===== config.mk =====
export PLATFORM = sky130hd
export DESIGN_NAME = plcpOhExtract
export DESIGN_NICKNAME = d
export VERILOG_FILES = /design/src/rtl/plcpOhPkg.sv /design/src/rtl/plcpOhIntegrator.sv /design/src/rtl/plcpOhCtrl.sv /design/src/rtl/plcpOhDatapath.sv /design/src/rtl/plcpOhExtract.sv
export SDC_FILE = /design/constraint.sdc
export NUM_CORES = 1
export LEC_CHECK = 0
export BUFFER_PORTS_ARGS = -buffer_cell sky130_fd_sc_hd__buf_2
export CORE_UTILIZATION = 59
export CTS_BUF_LIST = sky130_fd_sc_hd__clkbuf_16
export DETAILED_ROUTE_END_ITERATION = 12
export PLACE_DENSITY = 0.82
export SYNTH_ARGS = -nofsm -noshare
export SYNTH_HDL_FRONTEND = slang
export SYNTH_SLANG_ARGS = --single-unit

===== constraint.sdc =====
create_clock -name clk -period 2.8 [get_ports clk]
set_input_delay 0.56 -clock clk [delete_from_list [all_inputs] [get_ports clk]]
set_output_delay 0.56 -clock clk [all_outputs]
set_load 0.05 [all_outputs]

===== src/rtl/plcpOhPkg.sv =====
package plcpOhPkg;
  localparam int ID_W        = 4;
  localparam int NUM_FIELDS  = 10;
  localparam int NUM_BYTE_F  = 9;
  localparam int G1_FIELD    = 9;
  localparam int G1_W        = 3;

  localparam logic [ID_W-1:0] ID_Z6 = 4'd0;
  localparam logic [ID_W-1:0] ID_F1 = 4'd6;
  localparam logic [ID_W-1:0] ID_B1 = 4'd7;
  localparam logic [ID_W-1:0] ID_G1 = 4'd8;
  localparam logic [ID_W-1:0] ID_M2 = 4'd9;
  localparam logic [ID_W-1:0] ID_M1 = 4'd10;

  typedef enum logic [1:0] {
    LINK_F1   = 2'd0,
    LINK_M2   = 2'd1,
    LINK_M1   = 2'd2,
    LINK_BOTH = 2'd3
  } linkSrc_e;

  typedef struct packed {
    logic                  load;
    logic                  sof;
    logic                  isB1;
    logic                  linkTake;
    logic [NUM_FIELDS-1:0] intEn;
  } ohStrobes_t;

  function automatic logic [ID_W-1:0] fieldToId(input int f);
    case (f)
      7:       fieldToId = ID_M2;
      8:       fieldToId = ID_M1;
      9:       fieldToId = ID_G1;
      default: fieldToId = ID_W'(f);
    endcase
  endfunction
endpackage


===== src/rtl/plcpOhIntegrator.sv =====
module plcpOhIntegrator #(
  parameter int W        = 8,
  parameter int ACCEPT_N = 3
) (
  input  logic         clk,
  input  logic         rstN,
  input  logic         en,
  input  logic [W-1:0] din,
  output logic [W-1:0] acc,
  output logic         change,
  output logic         acceptNow
);
  localparam int CW = $clog2(ACCEPT_N + 1);

  logic [W-1:0]  cand;
  logic [CW-1:0] runCnt;

  assign acceptNow = en && (din == cand) && (runCnt >= CW'(ACCEPT_N - 1));

  always_ff @(posedge clk) begin
    if (!rstN) begin
      cand   <= '0;
      runCnt <= '0;
      acc    <= '0;
      change <= 1'b0;
    end else begin
      change <= 1'b0;
      if (en) begin
        if (din == cand) begin
          if (runCnt < CW'(ACCEPT_N)) runCnt <= runCnt + 1'b1;
        end else begin
          cand   <= din;
          runCnt <= CW'(1);
        end
        if (acceptNow && (acc != din)) begin
          acc    <= din;
          change <= 1'b1;
        end
      end
    end
  end

  // a change pulse always comes with a new stored value
  a_r5_change_is_new: assert property (@(posedge clk) disable iff (!rstN)
    change |-> (acc != $past(acc)));
  // the stored value never moves without a change pulse
  a_r4_hold_without_change: assert property (@(posedge clk) disable iff (!rstN)
    !change |-> $stable(acc));
endmodule


===== src/rtl/plcpOhCtrl.sv =====
module plcpOhCtrl
  import plcpOhPkg::*;
#(
  parameter int UNSTABLE_N = 8
) (
  input  logic            clk,
  input  logic            rstN,
  input  logic            ohValid,
  input  logic [ID_W-1:0] ohId,
  input  logic [1:0]      linkSel,
  input  logic            g1Accept,
  output ohStrobes_t      strb,
  output logic            g1Unstable
);
  localparam int UW = $clog2(UNSTABLE_N + 1);

  logic [NUM_FIELDS-1:0] fieldEn;
  logic                  take;
  logic [UW-1:0]         missCnt;

  for (genvar f = 0; f < NUM_FIELDS; f++) begin : g_fieldEn
    assign fieldEn[f] = ohValid && (ohId == fieldToId(f));
  end

  always_comb begin
    case (linkSrc_e'(linkSel))
      LINK_F1: take = (ohId == ID_F1);
      LINK_M2: take = (ohId == ID_M2);
      LINK_M1: take = (ohId == ID_M1);
      default: take = (ohId == ID_M2) || (ohId == ID_M1);
    endcase
    strb.load     = ohValid;
    strb.sof      = ohValid && (ohId == ID_Z6);
    strb.isB1     = (ohId == ID_B1);
    strb.linkTake = ohValid && take;
    strb.intEn    = fieldEn;
  end

  always_ff @(posedge clk) begin
    if (!rstN) begin
      missCnt    <= '0;
      g1Unstable <= 1'b0;
    end else if (fieldEn[G1_FIELD]) begin
      if (g1Accept) begin
        missCnt    <= '0;
        g1Unstable <= 1'b0;
      end else begin
        if (missCnt < UW'(UNSTABLE_N)) missCnt <= missCnt + 1'b1;
        if (missCnt == UW'(UNSTABLE_N - 1)) g1Unstable <= 1'b1;
      end
    end
  end

  // unstable rises only on a G1 arrival, falls only on an acceptance
  a_r7_rise_on_g1: assert property (@(posedge clk) disable iff (!rstN)
    $rose(g1Unstable) |-> $past(fieldEn[G1_FIELD]));
  a_r7_fall_on_accept: assert property (@(posedge clk) disable iff (!rstN)
    $fell(g1Unstable) |-> $past(g1Accept));
endmodule


===== src/rtl/plcpOhDatapath.sv =====
module plcpOhDatapath
  import plcpOhPkg::*;
#(
  parameter int W = 8
) (
  input  logic         clk,
  input  logic         rstN,
  input  ohStrobes_t   strb,
  input  logic [W-1:0] ohByte,
  input  logic [W-1:0] calcParity,
  output logic         serBit,
  output logic         serEn,
  output logic         serSof,
  output logic         linkValid,
  output logic [W-1:0] linkByte
);
  localparam int BW = $clog2(W + 1);

  logic [W-1:0]  shReg;
  logic [BW-1:0] bitCnt;
  logic          sofPend;

  assign serEn  = (bitCnt != '0);
  assign serBit = serEn & shReg[W-1];
  assign serSof = sofPend;

  always_ff @(posedge clk) begin
    if (!rstN) begin
      shReg     <= '0;
      bitCnt    <= '0;
      sofPend   <= 1'b0;
      linkValid <= 1'b0;
      linkByte  <= '0;
    end else begin
      if (strb.load) begin
        shReg   <= strb.isB1 ? (ohByte ^ calcParity) : ohByte;
        bitCnt  <= BW'(W);
        sofPend <= strb.sof;
      end else if (serEn) begin
        shReg   <= shReg << 1;
        bitCnt  <= bitCnt - 1'b1;
        sofPend <= 1'b0;
      end
      linkValid <= strb.linkTake;
      if (strb.linkTake) linkByte <= ohByte;
    end
  end

  // the start marker only appears with the enable
  a_r2_sof_with_enable: assert property (@(posedge clk) disable iff (!rstN)
    serSof |-> serEn);
  // a new byte never overruns a serialization in progress
  a_r1_no_overrun: assert property (@(posedge clk) disable iff (!rstN)
    strb.load |-> (bitCnt <= BW'(1)));
  // link output only follows a capture
  a_r8_link_after_take: assert property (@(posedge clk) disable iff (!rstN)
    linkValid |-> $past(strb.load));
endmodule


===== src/rtl/plcpOhExtract.sv =====
module plcpOhExtract
  import plcpOhPkg::*;
#(
  parameter int BYTE_W     = 8,
  parameter int ACCEPT_N   = 3,
  parameter int UNSTABLE_N = 8
) (
  input  logic                         clk,
  input  logic                         rstN,
  input  logic                         ohValid,
  input  logic [ID_W-1:0]              ohId,
  input  logic [BYTE_W-1:0]            ohByte,
  input  logic [BYTE_W-1:0]            calcParity,
  input  logic [1:0]                   linkSel,
  output logic                         serBit,
  output logic                         serEn,
  output logic                         serSof,
  output logic [NUM_BYTE_F*BYTE_W-1:0] accBytes,
  output logic [G1_W-1:0]              accG1,
  output logic [NUM_FIELDS-1:0]        changeFlags,
  output logic                         g1Unstable,
  output logic                         linkValid,
  output logic [BYTE_W-1:0]            linkByte
);
  ohStrobes_t            strb;
  logic [NUM_FIELDS-1:0] acceptVec;

  plcpOhCtrl #(.UNSTABLE_N(UNSTABLE_N)) ctrl_i (
    .clk(clk), .rstN(rstN), .ohValid(ohValid), .ohId(ohId),
    .linkSel(linkSel), .g1Accept(acceptVec[G1_FIELD]),
    .strb(strb), .g1Unstable(g1Unstable)
  );

  plcpOhDatapath #(.W(BYTE_W)) dp_i (
    .clk(clk), .rstN(rstN), .strb(strb), .ohByte(ohByte),
    .calcParity(calcParity), .serBit(serBit), .serEn(serEn),
    .serSof(serSof), .linkValid(linkValid), .linkByte(linkByte)
  );

  for (genvar f = 0; f < NUM_BYTE_F; f++) begin : g_byteField
    plcpOhIntegrator #(.W(BYTE_W), .ACCEPT_N(ACCEPT_N)) integ_i (
      .clk(clk), .rstN(rstN), .en(strb.intEn[f]), .din(ohByte),
      .acc(accBytes[f*BYTE_W +: BYTE_W]), .change(changeFlags[f]),
      .acceptNow(acceptVec[f])
    );
  end

  plcpOhIntegrator #(.W(G1_W), .ACCEPT_N(ACCEPT_N)) g1Integ_i (
    .clk(clk), .rstN(rstN), .en(strb.intEn[G1_FIELD]),
    .din(ohByte[G1_W-1:0]), .acc(accG1), .change(changeFlags[G1_FIELD]),
    .acceptNow(acceptVec[G1_FIELD])
  );
endmodule


# Yosys cells after proc, flatten, opt, wreduce, memory -nomap -nowiden
# Cells that the tools add are included.
[totals]
register_bits = 207
inputBits = 25
out_inout_bits = 98
word_cells = 270
[classes]
add_sub_neg = 12
order_cmp = 21
eq_ne = 43
mux = 42
bitwise_logic = 13
n_reduce_logical = 91
[ops]
columns = ["op", "n"]
rows = [
  ["$reduce_and 2->1", 42],
  ["$eq 8x8->1", 9],
  ["$ne 8x8->1", 9],
  ["$logic_and 1x1->1", 41],
  ["$mux 2", 20],
  ["$mux 8", 3],
  ["$add 2x1->2 const B", 10],
  ["$eq 4x3->1 const B", 5],
  ["$ge 2x2->1 const B", 10],
  ["$lt 2x2->1 const B", 10],
  ["$ne 2x2->1 const B", 10],
  ["$mux 4", 4],
  ["$mux 1", 14],
  ["$eq 4x4->1 const B", 3],
  ["$not 1->1", 11],
  ["$eq 4x2->1 const B", 2],
  ["$xor 8x8->8", 1],
  ["$reduce_bool 2->1", 3],
  ["$add 4x1->4 const B", 1],
  ["$eq 4x1->1 const B", 1],
  ["$logic_not 4->1", 1],
  ["$lt 4x4->1 const B", 1],
  ["$reduce_bool 4->1", 1],
  ["$sub 4x1->4 const B", 1],
  ["other kinds (9)", 9],
]

# Depth between registers and ports, before layout
[depth]
ltp_word = 6
depth_mapped = 9
ltp_nobuf = 7

# By module
# A second synthesis with hierarchy kept.
[hier_totals]
cells_unflattened = 1120
hier_area_um2 = 11099.4
[by_module_without_submodules]
columns = ["mod", "instances", "cells_each", "area_each_um2", "seq_area_each_um2"]
rows = [
  ["plcpOhIntegrator (g_byteField[0].integ_i ...)", 8, 101, 1023.5, 380.4],
  ["plcpOhDatapath", 1, 108, 1032.2, 440.4],
  ["plcpOhIntegrator (g_byteField[7].integ_i)", 1, 101, 999.7, 380.4],
  ["plcpOhIntegrator (g1Integ_i)", 1, 44, 459.2, 180.2],
  ["plcpOhCtrl", 1, 59, 420.4, 100.1],
]

# Least setup slack after synthesis
# OpenSTA, ideal clock, no wires.
[synth_path]
path_kind = "reg2out"
startpoint = "register dp_i.bitCnt[0]"
endpoint = "output serBit"
arrival_ns = 1.927
required_time_ns = 2.240
path_slack_ns = 0.313
path_stages_with_launch = 7
path_buffers = 1
path_cell_list = "dfxtp_1 > inv_1 > ha_1 > and2_1 > inv_1 > clkbuf_1 > and2_1"
[synth_via]
elab_chain_len = 2
[synth_rtl]
columns = ["item", "line", "source"]
rows = [
  ["start: declaration", "plcpOhDatapath.sv:20", "logic [BW-1:0] bitCnt;"],
  ["start signal: assignment", "plcpOhDatapath.sv:37", "bitCnt <= BW'(W);"],
  ["start signal: assignment", "plcpOhDatapath.sv:41", "bitCnt <= bitCnt - 1'b1;"],
  ["$reduce_bool 4->1", "plcpOhDatapath.sv:23", "assign serEn = (bitCnt != '0);"],
  ["net serEn", "plcpOhExtract.sv:16", "output logic serEn,"],
  ["$and 1x1->1", "plcpOhDatapath.sv:24", "assign serBit = serEn & shReg[W-1];"],
  ["end: declaration", "plcpOhExtract.sv:15", "output logic serBit,"],
]
# The timed path passes the listed nets, and every way through them passes these cells.

# Worst setup path in the final report
[layout_path]
startpoint = "register dp_i.bitCnt[1]"
endpoint = "output serBit"
[layout_via]
elab_chain_len = 2
[layout_rtl]
columns = ["item", "line"]
rows = [
  ["$reduce_bool 4->1", "plcpOhDatapath.sv:23"],
  ["$and 1x1->1", "plcpOhDatapath.sv:24"],
]
# No other way between the ends.

==> impl_metrics.py <==
metrics = {
    "run_status": {
        "status": "finished clean",
    },
    "floorplanning": {
        "die_height_um": 133,
        "die_w_um": 133,
        "start_util_pct": 60.8,
        "num_rows": 47,
        "core-area_mm2": 0.0166,
        "die-area_mm2": 0.0177,
        "num_io_pins": 123,
    },
    "drt": {
        "viasPerCell": 5.58,
        "post_drt_wl_per_cell_um": 17.3,
        "vias": 7835,
        "drt_wl_total_mm": 24.3,
        "drtIter0Drc": 419,
        "drc": 0,
        "ant_nets": 0,
        "dr.pass1.iters": 5,
    },
    "synth": {
        "synth_edf_count": 0,
        "synthMuxAreaShare_pct": 15.3,
        "synthTopCellsByCount": "dfxtp_1, mux2i_1, nand2_1",
        "synth_xor_area_share_pct": 14.3,
        "synthSimpleGateAreaFrac_pct": 16.5,
        "yosysSeqAreaShare_pct": 40.9,
        "syn_inst": 1069,
        "synth_top_family_by_area": "simple AND/OR/NAND/NOR gates",
        "synthAdderAreaFrac_pct": 2.84,
        "synth_top_area_share_pct": 40.9,
        "post_synth_main_area_contributors": "dfxtp_1, mux2i_1, xor2_1",
        "synth.most_common_cell": "dfxtp_1",
        "synth_ff_type": "dfxtp_1",
        "yosysWarnings": 0,
        "avgSynthCellArea_um2": 9.47,
        "async_reset_ff_share_pct": 0,
        "synth_compound_area_share_pct": 5.11,
        "ys_seq_elements": 207,
        "synth_fp_nets": 1117,
        "synth_top_cell_by_area": "dfxtp_1",
        "ys_types": 54,
        "netlist_area_mm2": 0.0101,
    },
    "clock_network": {
        "cts_tree": "yes",
        "ctsResizeCount": 0,
        "cts.path.max_buffers": 3,
        "clock-sinks": 207,
        "path_clk_slew_ns": 0.06,
        "cts_root_buffer": "clkbuf_16",
        "cts_buffers": 22,
        "hold_buffers": 0,
        "post_cts_buffers": 0,
        "htree_num_levels": 1,
        "worstSkewPairLatency_ns": 0.51,
    },
    "layout": {
        "nNetsFinal": 1217,
        "drive_above_1_share_pct": 18.2,
        "postLayoutCellArea_mm2": 0.0116,
        "area_growth_pct": 14.8,
        "fin_cells": 1405,
        "diodes": 0,
    },
    "setup_path": {
        "crit_chain": "inv_1, ha_1, and2_2, inv_1, and2_1, buf_2",
        "start_kind": "flip-flop",
        "worstPathMaxFanout": 12,
        "slowest_stage": "dfxtp_1",
        "critPathMaxStageDelay_ns": 0.35,
        "critPathKind": "reg -> out",
        "required_ns": 2.24,
        "crit_top_cell": "inv_1",
        "endpoint_kind": "primary output",
        "crit_arrival_ns": 2.06,
    },
    "run": {
        "cap_violations": 0,
    },
    "pwr": {
        "pwr-share-comb_pct": 9.3,
        "switching_share_pct": 24.8,
        "netSwitchingPower_mw": 1.57,
        "power.density_mw_per_mm2": 545,
        "p_int_mw": 4.76,
        "pwr-share-clk_pct": 43.3,
        "seq_power_share_pct": 47.5,
        "ir_drop_uv": 472,
        "p_leak_nw": 5.45,
    },
    "sta": {
        "slew_headroom_pct": 57.4,
        "skew_ns": 0.00999,
        "drv_slew": 0,
        "setup_violations": 0,
        "rsz0062_at_grt": "no",
        "clock.fmax_ghz": 0.382,
        "tns_ns": 0,
        "period_share_pct": 93.5,
        "finalHoldViolations": 0,
        "tightest_slew_ns": 0.639,
        "fin_hold_ws_ns": 0.427,
        "fin_crit_ns": 2.62,
    },
    "placement": {
        "gp_congestion": 0.822,
        "port_buffers": 122,
        "placed_cell_area_mm2": 0.0109,
        "dp.cells": 1365,
        "dp_hpwl_mm": 16.7,
    },
    "global_routing": {
        "gr-total-overflow": 0,
        "grt.total_usage_pct": 27.4,
        "grt_pass1_wl_mm": 38.9,
        "grt_max_degree": 94,
        "grt_pass1_vias": 7670,
        "antenna_found_initial": 0,
    },
    "hold_path": {
        "worstHoldPathType": "in -> reg",
    },
}
==> final cells by class <==
class,instances,area (um2)
clock inverter,17,98.8
inverter,16,61.3
tap,220,275
timing repair buffer,159,988
clock buffer,23,576
fill,1240,5030
multi-input combinational,763,5470
sequential,207,4140
==> worst max-delay path: cells and delay by family, from the launching register on <==
kind | cells | cell delay (ns)
adders and majority gates | 1 | 0.19
DFF | 1 | 0.35
buffers and inverters | 3 | 0.60
and+or+nand+nor | 2 | 0.43
==> registers in the layout, summed over array words and instances, names as in the netlist, 2 cells and up <==
name and flops:
g_byteField.integ_i.runCnt 18, g1Integ_i.runCnt 2, dp_i.linkByte 8, g_byteField.integ_i.change 9
dp_i.shReg 8, dp_i.bitCnt 4, g_byteField.integ_i.cand 72, ctrl_i.missCnt 4
g_byteField.integ_i.acc 72, g1Integ_i.acc 3, g1Integ_i.cand 3
==> metal layers <==
layer  vias up  wire length [um]  share of wire, %  GRT usage [%]
met5         -                 0                 0              0
met4         0               799               3.3           9.96
met3        55              1230               5.0           3.45
met2       233             12000                49           47.7
met1      3766             10300                42           34.7
li1       3781                 -                 -              -
==> power groups by stage <==
stage / Clock [mW] / Sequential (mW) / Combinational [mW]
final: 2.74 / 3.01 / 0.586
after CTS: 2.77 / 3.01 / 0.584
after global routing: 2.89 / 3.01 / 0.634
after detailed placement: 0 / 3.07 / 0.580
after global placement: 0 / 3.07 / 0.571
after floorplan: 0 / 3.07 / 0.415
==> path summary, 6_finish.rpt <==
check                                               startpoint                              to  cells after the start  slack, ns
worst max-delay path                            dp_i.bitCnt[1]                          serBit                      6       0.18
worst min-delay path                                 ohByte[5]  g_byteField[2].integ_i.cand[5]                      3       0.43
worst max register to register  g_byteField[5].integ_i.cand[0]   g_byteField[5].integ_i.acc[0]                      5       0.59
worst min register to register               g1Integ_i.cand[0]               g1Integ_i.cand[0]                      2       0.47
==> stage by stage <==
step	setup WS [ns]	util (%)	power, mW
floorplan	0.313	-	3.49
global placement	0.167	65.7	3.64
detailed placement	0.118	65.7	3.65
CTS	0.0527	69.8	6.36
global route	0.0795	69.8	6.54
finish	0.183	69.8	6.33
==> cells in the final DEF (no fill, tap or decap), types with 2 or more instances in the layout <==
cell type / instances
dfxtp_1: 207
mux2i_1: 155
nand2_1: 133
nor2_1: 122
buf_2: 122
xor2_1: 102
xnor2_1: 63
buf_4: 29
ha_1: 23
clkbuf_16: 23
inv_1: 18
a21oi_1: 15
nand4_1: 14
a211oi_1: 13
nor3_1: 12
nor4_1: 10
or3_1: 9
and3_1: 9
clkinv_2: 8
nor4_2: 8
buf_12: 8
a31oi_1: 7
clkinv_1: 6
or4_1: 5
nand3_1: 5
o2bb2ai_1: 5
nand2b_1: 4
o22ai_1: 4
and2_1: 3
nor4_4: 3
nand3b_1: 3
o21ai_0: 3
a21o_1: 3
a21oi_2: 3
o211a_1: 3
o2111ai_1: 2
nor3b_1: 2
a31o_2: 2
a41oi_1: 2
==> cell families (layout without fill, tap and decap cells) <==
logic type | after synthesis | count (layout)
xor+xnor | 165 | 165
simple gates | 352 | 352
fa+ha+maj | 23 | 23
mux | 155 | 155
flops | 207 | 207
compound gates | 68 | 68
buf+inv | 99 | 215
No activity file was read; power rests on OpenSTA's default activity.
